--- config.mk ---
export PLATFORM = sky130hd
export DESIGN_NAME = vbl_nmi_gen
export DESIGN_NICKNAME = d
export VERILOG_FILES = /design/src/rtl/vbl_pkg.sv /design/src/rtl/vbl_raster_ctr.sv /design/src/rtl/vbl_flag.sv /design/src/rtl/vbl_ctl_reg.sv /design/src/rtl/vbl_nmi_drive.sv /design/src/rtl/vbl_nmi_gen.sv
export SDC_FILE = /design/constraint.sdc
export NUM_CORES = 1
export LEC_CHECK = 0
export BUFFER_PORTS_ARGS = -buffer_cell sky130_fd_sc_hd__buf_2
export CAP_MARGIN = 40
export CORE_UTILIZATION = 52
export DETAILED_ROUTE_END_ITERATION = 6
export GPL_TIMING_DRIVEN = 0
export PLACE_DENSITY_LB_ADDON = 0.1
export SLEW_MARGIN = 20
export SYNTH_ARGS = -nofsm -noshare
export SYNTH_HDL_FRONTEND = slang
export SYNTH_SLANG_ARGS = --single-unit
export TNS_END_PERCENT = 20
--- constraint.sdc ---
create_clock -name clk -period 3 [get_ports clk]
set_input_delay 0.45 -clock clk [delete_from_list [all_inputs] [get_ports clk]]
set_output_delay 0.45 -clock clk [all_outputs]
set_load 0.01 [all_outputs]
--- src/rtl/vbl_pkg.sv ---
package vbl_pkg;

    parameter int POS_W        = 10;
    parameter int DATA_W       = 8;
    parameter int DEF_DOTS     = 341;
    parameter int DEF_LINES    = 262;
    parameter int DEF_VBL_LINE = 241;
    parameter int DEF_PRE_LINE = 261;
    parameter int DEF_SET_DOT  = 1;
    parameter int DEF_EN_BIT   = 7;
    parameter int DEF_FLAG_BIT = 7;

    typedef logic [POS_W-1:0] coord_t;

    typedef struct packed {
        coord_t line;
        coord_t dot;
    } raster_t;

    // next-cycle view of the state that feeds the NMI driver
    typedef struct packed {
        logic flag;
        logic en;
        logic hold;
    } vbl_state_t;

    function automatic logic at_pos(raster_t p, int unsigned ln, int unsigned dt);
        return (p.line == coord_t'(ln)) && (p.dot == coord_t'(dt));
    endfunction

    function automatic raster_t step_pos(raster_t p, int unsigned dots, int unsigned lines);
        raster_t n;
        n = p;
        if (p.dot == coord_t'(dots - 1)) begin
            n.dot = '0;
            if (p.line == coord_t'(lines - 1))
                n.line = '0;
            else
                n.line = p.line + coord_t'(1);
        end else begin
            n.dot = p.dot + coord_t'(1);
        end
        return n;
    endfunction

endpackage

--- src/rtl/vbl_raster_ctr.sv ---
module vbl_raster_ctr
    import vbl_pkg::*;
#(
    parameter int DOTS  = DEF_DOTS,
    parameter int LINES = DEF_LINES
) (
    input  logic    clk,
    input  logic    rst,
    input  logic    dot_ce,
    output raster_t pos_q,
    output raster_t pos_nx
);

    always_comb begin
        pos_nx = dot_ce ? step_pos(pos_q, DOTS, LINES) : pos_q;
    end

    always_ff @(posedge clk) begin
        if (rst)
            pos_q <= '0;
        else
            pos_q <= pos_nx;
    end

endmodule

--- src/rtl/vbl_flag.sv ---
module vbl_flag
    import vbl_pkg::*;
#(
    parameter int VBL_LINE = DEF_VBL_LINE,
    parameter int PRE_LINE = DEF_PRE_LINE,
    parameter int SET_DOT  = DEF_SET_DOT
) (
    input  logic    clk,
    input  logic    rst,
    input  logic    dot_ce,
    input  raster_t pos_q,
    input  logic    rd_ev,
    output logic    flag_q,
    output logic    flag_nx
);

    localparam int PRE_SET = SET_DOT - 1;

    logic set_pt;
    logic clr_pt;

    assign set_pt = at_pos(pos_q, VBL_LINE, PRE_SET);
    assign clr_pt = at_pos(pos_q, PRE_LINE, PRE_SET);

    // a read wins over the set point: read one dot early hides the flag
    always_comb begin
        flag_nx = flag_q;
        if (dot_ce) begin
            if (rd_ev)
                flag_nx = 1'b0;
            else if (set_pt)
                flag_nx = 1'b1;
            else if (clr_pt)
                flag_nx = 1'b0;
        end
    end

    always_ff @(posedge clk) begin
        if (rst)
            flag_q <= 1'b0;
        else
            flag_q <= flag_nx;
    end

endmodule

--- src/rtl/vbl_ctl_reg.sv ---
module vbl_ctl_reg
    import vbl_pkg::*;
(
    input  logic   clk,
    input  logic   rst,
    input  logic   wr_ev,
    input  logic   wbit,
    input  coord_t dot_q,
    input  logic   flag_q,
    input  logic   flag_nx,
    output logic   en_q,
    output logic   en_nx,
    output logic   hold_nx
);

    logic hold_q;
    logic raise_on_zero;

    assign en_nx         = wr_ev ? wbit : en_q;
    assign raise_on_zero = wbit && !en_q && flag_q && (dot_q == '0);

    always_comb begin
        if (!flag_nx)
            hold_nx = 1'b0;
        else if (wr_ev)
            hold_nx = raise_on_zero;
        else
            hold_nx = hold_q;
    end

    always_ff @(posedge clk) begin
        if (rst) begin
            en_q   <= 1'b0;
            hold_q <= 1'b0;
        end else begin
            en_q   <= en_nx;
            hold_q <= hold_nx;
        end
    end

endmodule

--- src/rtl/vbl_nmi_drive.sv ---
module vbl_nmi_drive
    import vbl_pkg::*;
#(
    parameter int VBL_LINE = DEF_VBL_LINE,
    parameter int SET_DOT  = DEF_SET_DOT
) (
    input  logic       clk,
    input  logic       rst,
    input  logic       dot_ce,
    input  raster_t    pos_nx,
    input  vbl_state_t st_nx,
    output logic       nmi_n
);

    localparam int WIN_LAST = SET_DOT + 1;

    logic in_window;

    assign in_window = at_pos(pos_nx, VBL_LINE, SET_DOT) ||
                       at_pos(pos_nx, VBL_LINE, WIN_LAST);

    always_ff @(posedge clk) begin
        if (rst)
            nmi_n <= 1'b1;
        else if (dot_ce)
            nmi_n <= ~(st_nx.flag & st_nx.en & ~st_nx.hold & ~in_window);
    end

endmodule

--- src/rtl/vbl_nmi_gen.sv ---
module vbl_nmi_gen
    import vbl_pkg::*;
#(
    parameter int DOTS     = DEF_DOTS,
    parameter int LINES    = DEF_LINES,
    parameter int VBL_LINE = DEF_VBL_LINE,
    parameter int PRE_LINE = DEF_PRE_LINE,
    parameter int SET_DOT  = DEF_SET_DOT,
    parameter int EN_BIT   = DEF_EN_BIT,
    parameter int FLAG_BIT = DEF_FLAG_BIT
) (
    input  logic              clk,
    input  logic              rst,
    input  logic              dot_ce,
    input  logic              ctl_wr,
    input  logic [DATA_W-1:0] ctl_wdata,
    input  logic              stat_rd,
    output logic [DATA_W-1:0] stat_rdata,
    output logic              nmi_n,
    output logic [POS_W-1:0]  dbg_dot,
    output logic [POS_W-1:0]  dbg_line
);

    localparam logic [DATA_W-1:0] EN_MASK = DATA_W'(1) << EN_BIT;

    raster_t    pos_q;
    raster_t    pos_nx;
    logic       flag_q;
    logic       flag_nx;
    logic       en_q;
    logic       en_nx;
    logic       hold_nx;
    logic       rd_ev;
    logic       wr_ev;
    vbl_state_t st_nx;
    logic [DATA_W-1:0] unused_wdata;

    assign rd_ev        = stat_rd & dot_ce;
    assign wr_ev        = ctl_wr & dot_ce;
    assign unused_wdata = ctl_wdata & ~EN_MASK;

    vbl_raster_ctr #(.DOTS(DOTS), .LINES(LINES)) ctr_i (
        .clk    (clk),
        .rst    (rst),
        .dot_ce (dot_ce),
        .pos_q  (pos_q),
        .pos_nx (pos_nx)
    );

    vbl_flag #(.VBL_LINE(VBL_LINE), .PRE_LINE(PRE_LINE), .SET_DOT(SET_DOT)) flag_i (
        .clk     (clk),
        .rst     (rst),
        .dot_ce  (dot_ce),
        .pos_q   (pos_q),
        .rd_ev   (rd_ev),
        .flag_q  (flag_q),
        .flag_nx (flag_nx)
    );

    vbl_ctl_reg ctl_i (
        .clk     (clk),
        .rst     (rst),
        .wr_ev   (wr_ev),
        .wbit    (ctl_wdata[EN_BIT]),
        .dot_q   (pos_q.dot),
        .flag_q  (flag_q),
        .flag_nx (flag_nx),
        .en_q    (en_q),
        .en_nx   (en_nx),
        .hold_nx (hold_nx)
    );

    assign st_nx = '{flag: flag_nx, en: en_nx, hold: hold_nx};

    vbl_nmi_drive #(.VBL_LINE(VBL_LINE), .SET_DOT(SET_DOT)) nmi_i (
        .clk    (clk),
        .rst    (rst),
        .dot_ce (dot_ce),
        .pos_nx (pos_nx),
        .st_nx  (st_nx),
        .nmi_n  (nmi_n)
    );

    for (genvar b = 0; b < DATA_W; b++) begin : g_stat
        if (b == FLAG_BIT) begin : g_flag
            assign stat_rdata[b] = flag_q;
        end else begin : g_zero
            assign stat_rdata[b] = 1'b0;
        end
    end

    assign dbg_dot  = pos_q.dot;
    assign dbg_line = pos_q.line;

endmodule

# --- After elaboration in Yosys (flattened, before gate mapping) ---
# Index checks and enable logic that the tools add are counted.
word_totals:
  ff_bits: 24
  inputBits: 13
  output_inout_bits: 29
  elab_cells: 43
op_classes:
  add_sub_neg: 2
  n_eq_ne: 6
  mux: 11
  bitwise_logic: 8
  reduce_logical: 10
ops:
  columns: ["cell", "count"]
  rows:
  - ["10-bit 2-to-1 mux", 3]
  - ["10-bit by 1-bit adder with 10-bit output (second input constant)", 2]
  - ["10-bit by 8-bit equality test with 1-bit output (second input constant)", 2]
  - ["10-bit by 9-bit equality test with 1-bit output (second input constant)", 2]
  - ["20-bit 2-to-1 mux", 1]
  - ["10-bit by 1-bit equality test with 1-bit output (second input constant)", 1]
  - ["10-bit by 2-bit equality test with 1-bit output (second input constant)", 1]
  - ["10-bit logical NOT", 1]
  - ["1-bit logical AND", 7]
  - ["1-bit 2-to-1 mux", 7]
  - ["1-bit AND", 5]
  - ["1-bit NOT", 3]
  - ["1-bit logical NOT", 1]
  - ["1-bit logical OR", 1]

# --- Longest topological paths before layout ---
logic_depth:
  word_depth: 11
  depth_mapped: 9
  mapped_depth_nobuf: 8

# --- Modules after synthesis ---
# Synthesis repeated with hierarchy kept, for this count alone.
unflattened:
  cells_unflattened: 191
  area_unflattened_um2: 1579.0
by_module_without_submodules:
  columns: ["module", "n_inst", "cells_per_inst", "area_each_um2", "seq_area_each_um2"]
  rows:
  - ["vbl_raster_ctr", 1, 138, 1157.4, 400.4]
  - ["vbl_flag", 1, 18, 128.9, 20.0]
  - ["vbl_ctl_reg", 1, 12, 122.6, 40.0]
  - ["vbl_nmi_drive", 1, 12, 93.8, 20.0]
  - ["vbl_nmi_gen", 1, 11, 76.3, 0.0]

# --- Least setup slack after synthesis ---
# No wires, ideal clock.
synth_timing:
  path_kind: "register to register"
  from: "register ctr_i.pos_q[10] (netlist name)"
  to: "register nmi_i.nmi_n"
  setup_ps: 135
  arrival_ps: 2026
  required_time_ps: 2865
  path_slack_ps: 839
  stages_incl_launch_ff: 8
  n_path_buf: 0
  period_less_slack_ps: 2161
  path_cell_list: "dfxtp_1 ha_1 or3b_2 nor4_1 nand2b_1 nor2_1 a31oi_1 o311ai_1"
synth_via:
  elab_chain_cells: 11
  word_cells_on_any_way: 23
  cone_classes: "1 x add/sub; 3 x eq/ne; 8 x mux; 6 x bitwise; 5 x reduce/logical"
synth_lines:
  columns: ["element", "line", "source"]
  rows:
  - ["branches (longest 9 deep; another with 10-bit by 1-bit adder with 10-bit output)", null, null]
  - ["1-bit AND *", "vbl_nmi_drive.sv:26", "nmi_n <= ~(st_nx.flag & st_nx.en & ~st_nx.hold & ~in_window);"]
  - ["1-bit NOT *", "vbl_nmi_drive.sv:26", null]
  - ["to (signal assigned)", "vbl_nmi_drive.sv:26", null]
  - ["to (decl)", "vbl_nmi_drive.sv:12", "output logic nmi_n"]
# Every way passes the cells marked *.
# A chain may end at the register's enable or synchronous reset.

# --- Final worst setup path ---
layout_timing:
  from: "register ctr_i.pos_q[10] (netlist name)"
  to: "register nmi_i.nmi_n"
layout_via:
  elab_chain_cells: 11
  word_cells_on_any_way: 23
  cone_classes: "1 x add/sub; 3 x eq/ne; 8 x mux; 6 x bitwise; 5 x reduce/logical"
layout_lines:
  columns: ["element", "line"]
  rows:
  - ["branches (longest 9 deep; another with 10-bit by 1-bit adder with 10-bit output)", null]
  - ["1-bit AND *", "vbl_nmi_drive.sv:26"]
  - ["1-bit NOT *", "vbl_nmi_drive.sv:26"]
# Marks and branches as above.

==> results.md <==
* Fraction of post-synthesis cell area in the top cell type by area at 30.1%
* Clock latency reported for the late side of the worst-skew pair at 0.33 ns
* Combinational power share at 10.3%
* Setup total negative slack at 0 ns
* Via count of the first global-routing pass at 1321
* Netlist area before placement at 0.00160 sq mm
* Die Span X at 57.4 um
* Total number of clock tree sinks at 24
* Critical path capture point type: flop
* Violated checks: design-rule violations
* Arrival time reported for the critical path endpoint at 2.81 ns
* Number of design rule violations left after detail routing at 2
* Sequential area share after synthesis at 30.1%
* Number of distinct library cells after synthesis at 48
* Area used by multi-input combinational logic at 0.00100 sq mm
* Worst Hold Path Cells at 3
* Reg2Reg Depth at 7
* Cts repair resizes at 0
* Yosys top cell by area: sky130_fd_sc_hd__dfxtp_1
* Post-DR vias/cell at 5.63
* GP Congestion at 0.909
* Flip-flop and latch count after synthesis at 24
* Slack of the worst reg-to-reg path at 0.41 ns
* Crit start category: flop
* Final Skew at 0.0105 ns
* Total of fill cells in the finished design at 252
* List of most frequent post-synthesis cells: sky130_fd_sc_hd__dfxtp_1, sky130_fd_sc_hd__nor2_1, sky130_fd_sc_hd__nand2_1, sky130_fd_sc_hd__xor2_1, sky130_fd_sc_hd__a21oi_1
* Starting density of the core at 56.4%
* Initial antenna violation count at 0
* Slew at the pin closest to its max-slew limit at 0.790 ns
* Worst-path fanout max at 9
* Worst max-slew margin expressed relative to the limit at 46.8%
* Post-CTS Hold Buffers at 0
* Clock buffers created by TritonCTS at 3
* Most instantiated library cell after synthesis: sky130_fd_sc_hd__dfxtp_1
* Num rows at 19
* HPWL after detailed placement at 2.67 mm
* Critical setup path kind: reg -> reg
* Share of total power consumed by net switching at 25.5%
* Die extent in y at 57.4 um
* Final hold slack at 0.395 ns
* Proportion of power drawn by the clock network at 28.0%
* Maximum number of pins on one net before global-route repair at 13
* Required time worst endpoint at 3.22 ns
* Internal power at 0.000392 W
* Share of final-layout standard cells stronger than drive strength 1 at 19.8%
* Final count of negative-setup-slack endpoints at 0
* Hold Violations, Final at 0
* Maximum level of the CTS H-tree at 1
* Path category of the worst min-delay check: in -> reg
* Share of synthesized flip-flops with an asynchronous set or reset at 0%
* Vias at 1508
* Power density of the placed cells at 291 mW/mm^2
* # diodes at 0
* Setup repair after global routing missed its margin: false
* Pre-antenna DRT Iters at 6
* Slowest library cell on the worst path: sky130_fd_sc_hd__nor4_1
* Crit-path max cell delay at 0.67 ns
* CTS tree: built
* Status: finished, violations left
* Post-DRT Antenna Nets at 0
* CTS Root Cell: sky130_fd_sc_hd__clkbuf_4
* Worst IR Drop VDD at 0.178 mV
* Ratio of final minimum period to clock period at 86.4%
* Synth warnings at 0
* Count of boundary I/O pins at 42
* Net count reported at finish at 256
* Max cap viols at 0
* First DRT Iteration DRCs at 84
* Number of enable flip-flop cells after synthesis at 0
* Final instance count without filler cells at 268
* Count of buffers added by post-CTS timing repair for setup at 0
* Placed instance count at 265
* Cells taking the most area after synthesis: sky130_fd_sc_hd__dfxtp_1, sky130_fd_sc_hd__xor2_1, sky130_fd_sc_hd__nor2_1
* Area of the die at 0.00330 sq mm
* Global routing usage summed across all routing layers at 22.7%
* Number of buffer cells added on primary ports at 26
* Clock input transition at the sequential cells of the worst setup and hold paths at 0.13 ns
* Global route total overflow at 0
* Utilization of the core after routing at 64.0%
* Relative contribution of sequential cells to total power at 61.8%
* Core Region at 0.00283 sq mm
* Area growth from synthesis to layout at 13.4%
* Leakage power at 0.762 nW
* First-pass GRT wire length at 5.87 mm
* Achievable Freq at 0.386 GHz
* Top_reg_cell synth: sky130_fd_sc_hd__dfxtp_1
* Wire length reported by the detailed router at 3.56 mm
* Gate count of the mapped netlist at 202
* Max-slew violation count at 0
* Net switching component of the power at 0.000134 W
* Max Buffers Root-to-Sink at 2
* Crit path cell chain: ha_1 > or3b_2 > nor4_1 > nand2b_1 > nor2_1 > a31oi_1 > o311ai_1
* Min Clock Period, post-route at 2.59 ns
* FF+latch area at 480 sq um
* Wire length per cell after detailed routing at 13.3 um
* Synthesized area divided by synthesized cell count at 7.90 sq um
worst max-delay path, delay by kind of cell, from the launching register on:
kind	cells	cell delay, ns
adder cells (fa/ha/maj)	1	0.23
flip-flops	1	0.49
AO/OA/AOI/OAI	2	0.31
AND/OR/NAND/NOR	4	1.45
layout by cell type (no fill, tap or decap), types with 2 or more instances in the layout:
cell	instances
sky130_fd_sc_hd__buf_6	2
sky130_fd_sc_hd__nor3b_1	3
sky130_fd_sc_hd__or3_1	2
sky130_fd_sc_hd__ha_1	4
sky130_fd_sc_hd__nand4_1	6
sky130_fd_sc_hd__and3_1	4
sky130_fd_sc_hd__conb_1	7
sky130_fd_sc_hd__and2_1	4
sky130_fd_sc_hd__clkbuf_1	5
sky130_fd_sc_hd__buf_4	8
sky130_fd_sc_hd__nor2_1	23
sky130_fd_sc_hd__o32ai_1	2
sky130_fd_sc_hd__inv_1	6
sky130_fd_sc_hd__nand2_1	21
sky130_fd_sc_hd__mux2_2	2
sky130_fd_sc_hd__o21ai_0	4
sky130_fd_sc_hd__xor2_1	11
sky130_fd_sc_hd__xnor2_1	7
sky130_fd_sc_hd__and4_1	2
sky130_fd_sc_hd__dfxtp_1	24
sky130_fd_sc_hd__nor3_1	8
sky130_fd_sc_hd__clkbuf_4	3
sky130_fd_sc_hd__nand2b_1	6
sky130_fd_sc_hd__a21oi_1	10
sky130_fd_sc_hd__buf_2	28
sky130_fd_sc_hd__a31oi_1	3
sky130_fd_sc_hd__nor4_1	2
sky130_fd_sc_hd__o21a_1	2
sky130_fd_sc_hd__nand3_1	8
power by group through the flow:
stage | logic, W | clock network [W] | registers (W)
after global routing | 0.0000598 | 0.000160 | 0.000326
final | 0.0000541 | 0.000147 | 0.000325
after CTS | 0.0000536 | 0.000151 | 0.000325
after detailed placement | 0.0000533 | 0 | 0.000332
after floorplan | 0.0000393 | 0 | 0.000333
after global placement | 0.0000523 | 0 | 0.000332
flip-flops by register name, summed over array words and instances (netlist names):
register,count
ctl_i.en_q,1
ctl_i.hold_q,1
ctr_i.pos_q,20
flag_i.flag_q,1
nmi_i.nmi_n,1
area by class of cell:
type / instances / area share, %
plain buffers: 17 / 6.15
repair buffers: 26 / 7.19
inverters: 6 / 1.24
multi-input cells: 161 / 55.5
flip-flops and latches: 24 / 26.5
clock buffers: 3 / 1.24
well taps: 31 / 2.14
per-stage QoR:
stage / area (sq um) / total power (W) / setup WS (ns)
2_1_floorplan: 1620 / 0.000372 / 0.839
3_3_place_gp: 1790 / 0.000384 / 0.421
3_5_place_dp: 1790 / 0.000386 / 0.395
4_1_cts: 1810 / 0.000530 / 0.369
5_1_grt: 1810 / 0.000546 / 0.163
6_report: 1810 / 0.000527 / 0.409
worst paths after layout:
kind | startpoint | to
setup / recovery | ctr_i.pos_q[10] | nmi_i.nmi_n
hold / removal | ctl_wdata[7] | ctl_i.en_q
setup reg to reg | ctr_i.pos_q[10] | nmi_i.nmi_n
hold reg to reg | ctl_i.en_q | ctl_i.en_q
per-layer routing:
metal / global-route usage (%) / vias to the layer above / part of all wire [%] / wire, um
li1: - / 767 / - / -
met1: 30.9 / 686 / 47 / 1680
met2: 35.9 / 50 / 45 / 1610
met3: 2.27 / 5 / 5.5 / 194
met4: 10.8 / 0 / 1.9 / 68
met5: 0 / - / 0 / 0
kinds of logic after synthesis:
family	count (synthesis)	synth area share [%]
buffers and inverters	23	8.39
adder cells (fa/ha/maj)	4	3.13
AO/OA/AOI/OAI	30	12.5
other	1	0.235
multiplexers	3	2.04
XOR/XNOR	18	9.87
flip-flops	24	30.1
AND/OR/NAND/NOR	99	33.7
Power figures use the tool's default switching activity.
